==> config.mk <==
export PLATFORM = sky130hd
export DESIGN_NAME = rlz_expand
export DESIGN_NICKNAME = d
export VERILOG_FILES = /design/src/rtl/rlz_pkg.sv /design/src/rtl/rlz_fill_ctrl.sv /design/src/rtl/rlz_bank_store.sv /design/src/rtl/rlz_drain_ctrl.sv /design/src/rtl/rlz_expand.sv
export SDC_FILE = /design/constraint.sdc
export NUM_CORES = 1
export LEC_CHECK = 0
export ABC_AREA = 1
export CORE_MARGIN = 2
export CORE_UTILIZATION = 45
export CTS_CLUSTER_DIAMETER = 200
export DETAILED_ROUTE_END_ITERATION = 8
export DONT_BUFFER_PORTS = 1
export PLACE_DENSITY = 0.59
export SKIP_LAST_GASP = 1
export SLEW_MARGIN = 0
export SYNTH_ARGS = -nofsm -noshare
export SYNTH_HDL_FRONTEND = slang
export SYNTH_SLANG_ARGS = --single-unit
==> constraint.sdc <==
create_clock -name clk -period 7.5 [get_ports clk]
set_input_delay 1.125 -clock clk [delete_from_list [all_inputs] [get_ports clk]]
set_output_delay 1.125 -clock clk [all_outputs]
set_load 0.1 [all_outputs]
==> src/rtl/rlz_pkg.sv <==
package rlz_pkg;

    localparam int COEF_W = 8;
    localparam int SIDE   = 8;
    localparam int N_POS  = SIDE * SIDE;
    localparam int POS_W  = $clog2(N_POS);
    localparam int IDX_W  = POS_W + 1;
    localparam int RUN_W  = POS_W;
    localparam int N_BANK = 2;

    typedef logic [COEF_W-1:0] coef_t;
    typedef logic [POS_W-1:0]  pos_t;
    typedef logic [IDX_W-1:0]  idx_t;

    typedef struct packed {
        logic [RUN_W-1:0] run;
        coef_t            level;
        logic             eob;
    } rl_beat_t;

    typedef struct packed {
        logic  en;
        logic  bank;
        pos_t  addr;
        coef_t data;
    } wr_req_t;

    // Enumerate anti-diagonals; odd diagonals go down-left, even go up-right.
    function automatic pos_t scan_to_raster(pos_t k);
        int   n;
        pos_t res;
        n   = 0;
        res = '0;
        for (int s = 0; s < 2 * SIDE - 1; s++) begin
            for (int i = 0; i < SIDE; i++) begin
                int row;
                int col;
                row = (s % 2 == 1) ? i : SIDE - 1 - i;
                col = s - row;
                if (col >= 0 && col < SIDE) begin
                    if (n == int'(k)) res = pos_t'(row * SIDE + col);
                    n++;
                end
            end
        end
        return res;
    endfunction

endpackage

==> src/rtl/rlz_fill_ctrl.sv <==
module rlz_fill_ctrl
    import rlz_pkg::*;
(
    input  logic              clk,
    input  logic              rst,
    input  logic              beat_valid,
    output logic              beat_ready,
    input  rl_beat_t          beat,
    input  logic [N_BANK-1:0] bank_full,
    output wr_req_t           wr,
    output logic              close_en,
    output logic              close_bank,
    output logic              err_sticky
);

    idx_t idx_q;
    logic bank_q;
    idx_t target;
    logic take;
    logic over;
    logic place;
    logic last_pos;

    always_comb begin
        beat_ready = !bank_full[bank_q];
        take       = beat_valid && beat_ready;
        target     = idx_q + idx_t'(beat.run);
        over       = !beat.eob && (target > idx_t'(N_POS - 1));
        place      = take && !beat.eob && !over;
        last_pos   = place && (target == idx_t'(N_POS - 1));
        close_en   = take && (beat.eob || over || last_pos);
        close_bank = bank_q;
        wr.en      = place;
        wr.bank    = bank_q;
        wr.addr    = scan_to_raster(target[POS_W-1:0]);
        wr.data    = beat.level;
    end

    always_ff @(posedge clk) begin
        if (rst) begin
            idx_q      <= '0;
            bank_q     <= 1'b0;
            err_sticky <= 1'b0;
        end else begin
            if (close_en) begin
                idx_q  <= '0;
                bank_q <= ~bank_q;
            end else if (place) begin
                idx_q <= target + idx_t'(1);
            end
            if (take && over) err_sticky <= 1'b1;
        end
    end

    assert_err_sticky_R7: assert property (@(posedge clk) disable iff (rst)
        err_sticky |=> err_sticky);

    assert_idx_in_range_R3: assert property (@(posedge clk) disable iff (rst)
        idx_q < idx_t'(N_POS));

endmodule

==> src/rtl/rlz_bank_store.sv <==
module rlz_bank_store
    import rlz_pkg::*;
(
    input  logic              clk,
    input  logic              rst,
    input  wr_req_t           wr,
    input  logic              close_en,
    input  logic              close_bank,
    input  logic              release_en,
    input  logic              release_bank,
    input  logic              rd_bank,
    input  pos_t              rd_addr,
    output coef_t             rd_data,
    output logic [N_BANK-1:0] full
);

    coef_t bank_rd [N_BANK];

    for (genvar b = 0; b < N_BANK; b++) begin : g_bank
        coef_t            mem [N_POS];
        logic [N_POS-1:0] seen;
        logic             full_q;
        logic             wr_here;

        assign wr_here = wr.en && (wr.bank == 1'(b));

        always_ff @(posedge clk) begin
            if (wr_here) mem[wr.addr] <= wr.data;
        end

        always_ff @(posedge clk) begin
            if (rst) begin
                seen   <= '0;
                full_q <= 1'b0;
            end else if (release_en && release_bank == 1'(b)) begin
                seen   <= '0;
                full_q <= 1'b0;
            end else begin
                if (wr_here) seen[wr.addr] <= 1'b1;
                if (close_en && close_bank == 1'(b)) full_q <= 1'b1;
            end
        end

        assign bank_rd[b] = seen[rd_addr] ? mem[rd_addr] : '0;
        assign full[b]    = full_q;

        assert_single_write_R3: assert property (@(posedge clk) disable iff (rst)
            wr_here |-> !seen[wr.addr]);

        assert_no_close_on_full_R8: assert property (@(posedge clk) disable iff (rst)
            (close_en && close_bank == 1'(b)) |-> !full_q);

        assert_no_write_on_full_R8: assert property (@(posedge clk) disable iff (rst)
            wr_here |-> !full_q);
    end

    assign rd_data = bank_rd[rd_bank];

endmodule

==> src/rtl/rlz_drain_ctrl.sv <==
module rlz_drain_ctrl
    import rlz_pkg::*;
(
    input  logic              clk,
    input  logic              rst,
    input  logic [N_BANK-1:0] full,
    input  coef_t             rd_data,
    output logic              rd_bank,
    output pos_t              rd_addr,
    output logic              out_valid,
    input  logic              out_ready,
    output coef_t             out_coef,
    output logic              out_first,
    output logic              out_last,
    output logic              release_en,
    output logic              release_bank
);

    pos_t pos_q;
    logic bank_q;
    logic fire;

    always_comb begin
        rd_bank      = bank_q;
        rd_addr      = pos_q;
        out_valid    = full[bank_q];
        out_coef     = rd_data;
        out_first    = (pos_q == '0);
        out_last     = (pos_q == pos_t'(N_POS - 1));
        fire         = out_valid && out_ready;
        release_en   = fire && out_last;
        release_bank = bank_q;
    end

    always_ff @(posedge clk) begin
        if (rst) begin
            pos_q  <= '0;
            bank_q <= 1'b0;
        end else if (fire) begin
            pos_q <= pos_q + pos_t'(1);
            if (out_last) bank_q <= ~bank_q;
        end
    end

    assert_hold_on_stall_R9: assert property (@(posedge clk) disable iff (rst)
        (out_valid && !out_ready) |=> (out_valid && $stable(out_coef) && $stable(pos_q)));

    assert_first_after_last_R1: assert property (@(posedge clk) disable iff (rst)
        (fire && out_last) |=> (!out_valid || out_first));

endmodule

==> src/rtl/rlz_expand.sv <==
module rlz_expand
    import rlz_pkg::*;
(
    input  logic              clk,
    input  logic              rst,
    input  logic              in_valid,
    output logic              in_ready,
    input  logic [RUN_W-1:0]  in_run,
    input  logic [COEF_W-1:0] in_level,
    input  logic              in_eob,
    output logic              out_valid,
    input  logic              out_ready,
    output logic [COEF_W-1:0] out_coef,
    output logic              out_first,
    output logic              out_last,
    output logic              err_overflow
);

    rl_beat_t          beat;
    wr_req_t           wr;
    logic              close_en;
    logic              close_bank;
    logic              release_en;
    logic              release_bank;
    logic              rd_bank;
    pos_t              rd_addr;
    coef_t             rd_data;
    logic [N_BANK-1:0] full;

    assign beat = '{run: in_run, level: in_level, eob: in_eob};

    rlz_fill_ctrl i_fill (
        .clk        (clk),
        .rst        (rst),
        .beat_valid (in_valid),
        .beat_ready (in_ready),
        .beat       (beat),
        .bank_full  (full),
        .wr         (wr),
        .close_en   (close_en),
        .close_bank (close_bank),
        .err_sticky (err_overflow)
    );

    rlz_bank_store i_store (
        .clk          (clk),
        .rst          (rst),
        .wr           (wr),
        .close_en     (close_en),
        .close_bank   (close_bank),
        .release_en   (release_en),
        .release_bank (release_bank),
        .rd_bank      (rd_bank),
        .rd_addr      (rd_addr),
        .rd_data      (rd_data),
        .full         (full)
    );

    rlz_drain_ctrl i_drain (
        .clk          (clk),
        .rst          (rst),
        .full         (full),
        .rd_data      (rd_data),
        .rd_bank      (rd_bank),
        .rd_addr      (rd_addr),
        .out_valid    (out_valid),
        .out_ready    (out_ready),
        .out_coef     (out_coef),
        .out_first    (out_first),
        .out_last     (out_last),
        .release_en   (release_en),
        .release_bank (release_bank)
    );

    assert_ready_while_bank_free_R8: assert property (@(posedge clk) disable iff (rst)
        (full == '0) |-> in_ready);

endmodule

==> results by group <==
Logic synthesis
  • Synthesis Warnings: 0
  • Instance count of the mapped netlist: 4320
  • Register area share after synthesis: 0.694
  • Library cells used by synthesis: 51
  • Area share of the largest cell type after synthesis: 0.632
  • Main area contributors after synthesis: edfxtp_1, o21ai_0, nor2_1
  • Avg Synthesized Cell Area: 11.3 µm²
  • Area of the mapped netlist: 48700 µm²
  • Synthesized flop and latch total: 1176
  • Synthesized Nets: 4352
  • Post-synthesis cell type with the largest combined area: edfxtp_1

Drt
  • Final wirelength: 147000 µm
  • Iter 0 DRT Violations: 4148
  • Via total after detailed routing: 34300
  • Wirelength per Cell: 25.6 µm
  • Vias per std cell: 5.98
  • Routed Antenna Nets: 0
  • Final routed DRC violation total: 0
  • 1st-pass router iterations: 6

Floorplan
  • Number of placement rows: 120
  • I/O pin total: 32
  • Die Height: 333 µm
  • Initial core utilization: 0.454
  • Total core area: 107000 µm²
  • Die Outline Area: 111000 µm²
  • Die W: 333 µm

Status
  • Result of the run: finished, final reports clean

Critical path
  • Launching point of the worst reg2reg path: i_fill.idx_q[0]$_SDFFE_PP0P_
  • Last element of the critical path: out_coef[4]
  • Slowest-stage cell, CP: clkinv_1
  • Crit Path Max Fanout: 21
  • Critical path launch point type: flip-flop
  • Worst reg2reg setup slack: 1.47 ns
  • Cell breakdown of the critical path: clkinv_1 -> buf_4 -> o21ai_0 -> o22ai_1 -> a221oi_1 -> nor2_1 -> o31ai_1 -> a21oi_1 -> a22o_1
  • Critical path start-end classification: flip-flop to output port
  • Required @ worst endpoint: 6.38 ns
  • Worst setup EP type: output port
  • Delay of the slowest cell on the worst path: 1.01 ns
  • CP Data Arrival Time: 5.89 ns
  • Endpoint of the worst-slack reg-to-reg timing path: i_store.g_bank[0].mem[18][0]$_DFFE_PP_
  • Worst Setup SP: i_drain.rd_addr[1]$_SDFFE_PP0P_
  • Number of cells on the worst reg-to-reg path: 56

STA
  • Final critical path time including I/O delays and setup: 7.02 ns
  • Final hold vios: 0
  • Count of final max-slew check failures: 0
  • Worst clock skew on the final layout: 0.0252 ns
  • Fmax: 142 MHz
  • Total negative slack: 0 ns
  • Fin crit share: 0.936
  • Unrepaired setup endpoints after global routing: no
  • Final count of negative-setup-slack endpoints: 0
  • Setup WS post-layout: 0.481 ns
  • Worst Tran Pin Value: 1.35 ns
  • Worst slew margin relative to its limit: 0.0987

Power
  • Switching share of power: 0.261
  • Sequential share of power: 0.475
  • Switching Power: 3.95 mW
  • Internal cell power: 11.2 mW
  • Total power density per cell area: 279 nW/µm²
  • Clock network power share: 0.410
  • Combinational fraction of design power: 0.116
  • Standby leakage power: 18.7 nW
  • Worst IR drop on VDD: 0.192 mV

Finish
  • Final Instance Area: 54200 µm²
  • Fraction of layout cells with a size suffix above 1: 0.0806
  • Most frequent standard cell in the layout excluding fill and tap cells: edfxtp_1
  • Number of fill cells in the layout: 9511
  • Area Growth Syn to Fin: 11.5%
  • Layout net count: 4267
  • Leading cell types in the layout, fill and taps excluded: edfxtp_1, nor2_1, o21ai_0

Clocking
  • Number of buffers added for setup after CTS: 0
  • Hold buffers post-CTS: 0
  • Num Clock Sinks: 1176
  • Post-cts sizing count: 0
  • TritonCTS clock tree: built
  • Clock root buffer master: clkbuf_16
  • CTS Buffer Depth: 3
  • Clock transition at path regs: 0.06 ns
  • CTS H-tree depth: 3
  • Latest clock arrival within the worst-skew pair: 0.72 ns
  • CTS buffer count: 119

Job
  • Number of max-cap violations: 0

Placement
  • Number of port buffers: 0
  • Worst-case setup slack after placement: 0.828 ns
  • Post-DP Area: 50100 µm²
  • Placed wire-length estimate after detailed placement: 84500 µm
  • Placer's final routability congestion estimate: 0.885

Global routing
  • Total routing resource utilization after global routing: 0.261
  • Initial antenna violation count: 3
  • Vias in the first global route: 32900
  • Pin count of the biggest net entering global routing: 185
  • Grt total ovfl: 0
  • First-pass GRT wire length: 215000 µm

Min path
  • Worst min-delay path category: flip-flop to flip-flop
layer usage:
layer  track usage  wire length [µm]  vias to the layer above
li1              -                 -                    15400
met1         0.366             62100                    17000
met2         0.413             67500                     1607
met3        0.0460             12700                      303
met4        0.0840              4630                        4
met5             0                23                        -
synth_stat cells, drive strengths merged:
master / count
ha: 12
nor3: 16
xor2: 1
a22o: 11
o211ai: 5
a31oi: 4
nand2: 175
nor3b: 1
nor4: 3
o41ai: 1
o221ai: 28
nand3: 42
a41oi: 2
edfxtp: 1024
buf: 37
dfxtp: 152
o31ai: 3
fa: 1
o311ai: 1
o32ai: 8
a2111oi: 1
a21oi: 201
o21ai: 747
o22ai: 289
a2111o: 1
a21boi: 1
or2: 1
o21ba: 1
inv: 301
clkinv: 6
nor2: 883
clkbuf: 257
xnor2: 1
nand4: 99
a311o: 1
o21a: 1
a221oi: 2
cell type report:
class,instances,area [µm²],area share
diodes,1,2.50,0.0000461
clock buffers,172,3420,0.0630
clock inverters,54,697,0.0128
inverters,307,1170,0.0215
multi-input cells,2543,12600,0.232
flip-flops and latches,1176,33800,0.623
well taps,1403,1760,0.0324
repair buffers,88,781,0.0144
registers in the layout (all words and copies together), names as in the netlist, named ones only:
name                   cells
i_fill.idx_q               7
i_store.g_bank.seen      128
i_fill.close_bank          1
i_store.g_bank.full_q      2
i_fill.err_sticky          1
i_drain.rd_addr            6
i_store.g_bank.mem      1024
i_drain.rd_bank            1
critical path, delay by kind of cell, from the launching register on:
family | cells | cell delay [ns]
AO/OA/AOI/OAI | 6 | 2.61
buffers and inverters | 2 | 1.57
flip-flops | 1 | 0.86
AND/OR/NAND/NOR | 1 | 0.11
per-stage QoR:
stage               cells  utilization  power (mW)  hold WS, ns
floorplan            4320            -        8.33        0.426
global placement     5517        0.468        9.01        0.434
detailed placement   5517        0.468        9.00        0.438
CTS                  5743        0.506        15.1        0.445
global route         5743        0.506        15.5        0.455
finish               5744        0.506        15.1        0.447
power groups by stage:
| stage | registers [mW] | logic (mW) | clock network, mW |
|---|---|---|---|
| floorplan | 7.30 | 1.03 | 0 |
| global placement | 7.32 | 1.69 | 0 |
| detailed placement | 7.32 | 1.68 | 0 |
| CTS | 7.18 | 1.69 | 6.25 |
| global route | 7.18 | 1.82 | 6.51 |
| finish | 7.18 | 1.75 | 6.20 |
worst min path at each step:
stage                                                 start                                      end  slack (ns)  cells past startpoint
floorplan           i_store.g_bank[0].seen[12]$_SDFFE_PP0P_  i_store.g_bank[0].seen[12]$_SDFFE_PP0P_        0.43                      2
global placement    i_store.g_bank[1].seen[12]$_SDFFE_PP0P_  i_store.g_bank[1].seen[12]$_SDFFE_PP0P_        0.43                      2
detailed placement  i_store.g_bank[1].seen[43]$_SDFFE_PP0P_  i_store.g_bank[1].seen[43]$_SDFFE_PP0P_        0.44                      2
CTS                                                     rst           i_fill.err_sticky$_SDFFE_PP0P_        0.44                      1
global route                                            rst           i_fill.err_sticky$_SDFFE_PP0P_        0.45                      1
finish              i_store.g_bank[1].seen[59]$_SDFFE_PP0P_  i_store.g_bank[1].seen[59]$_SDFFE_PP0P_        0.45                      2
cells by family after synthesis:
group | synth area share
compound gates | 0.148
simple gates | 0.106
flops | 0.694
buf+inv | 0.0481
fa+ha+maj | 0.00350
xor+xnor | 0.000746
Note: power is estimated with default switching activity, not from simulation.
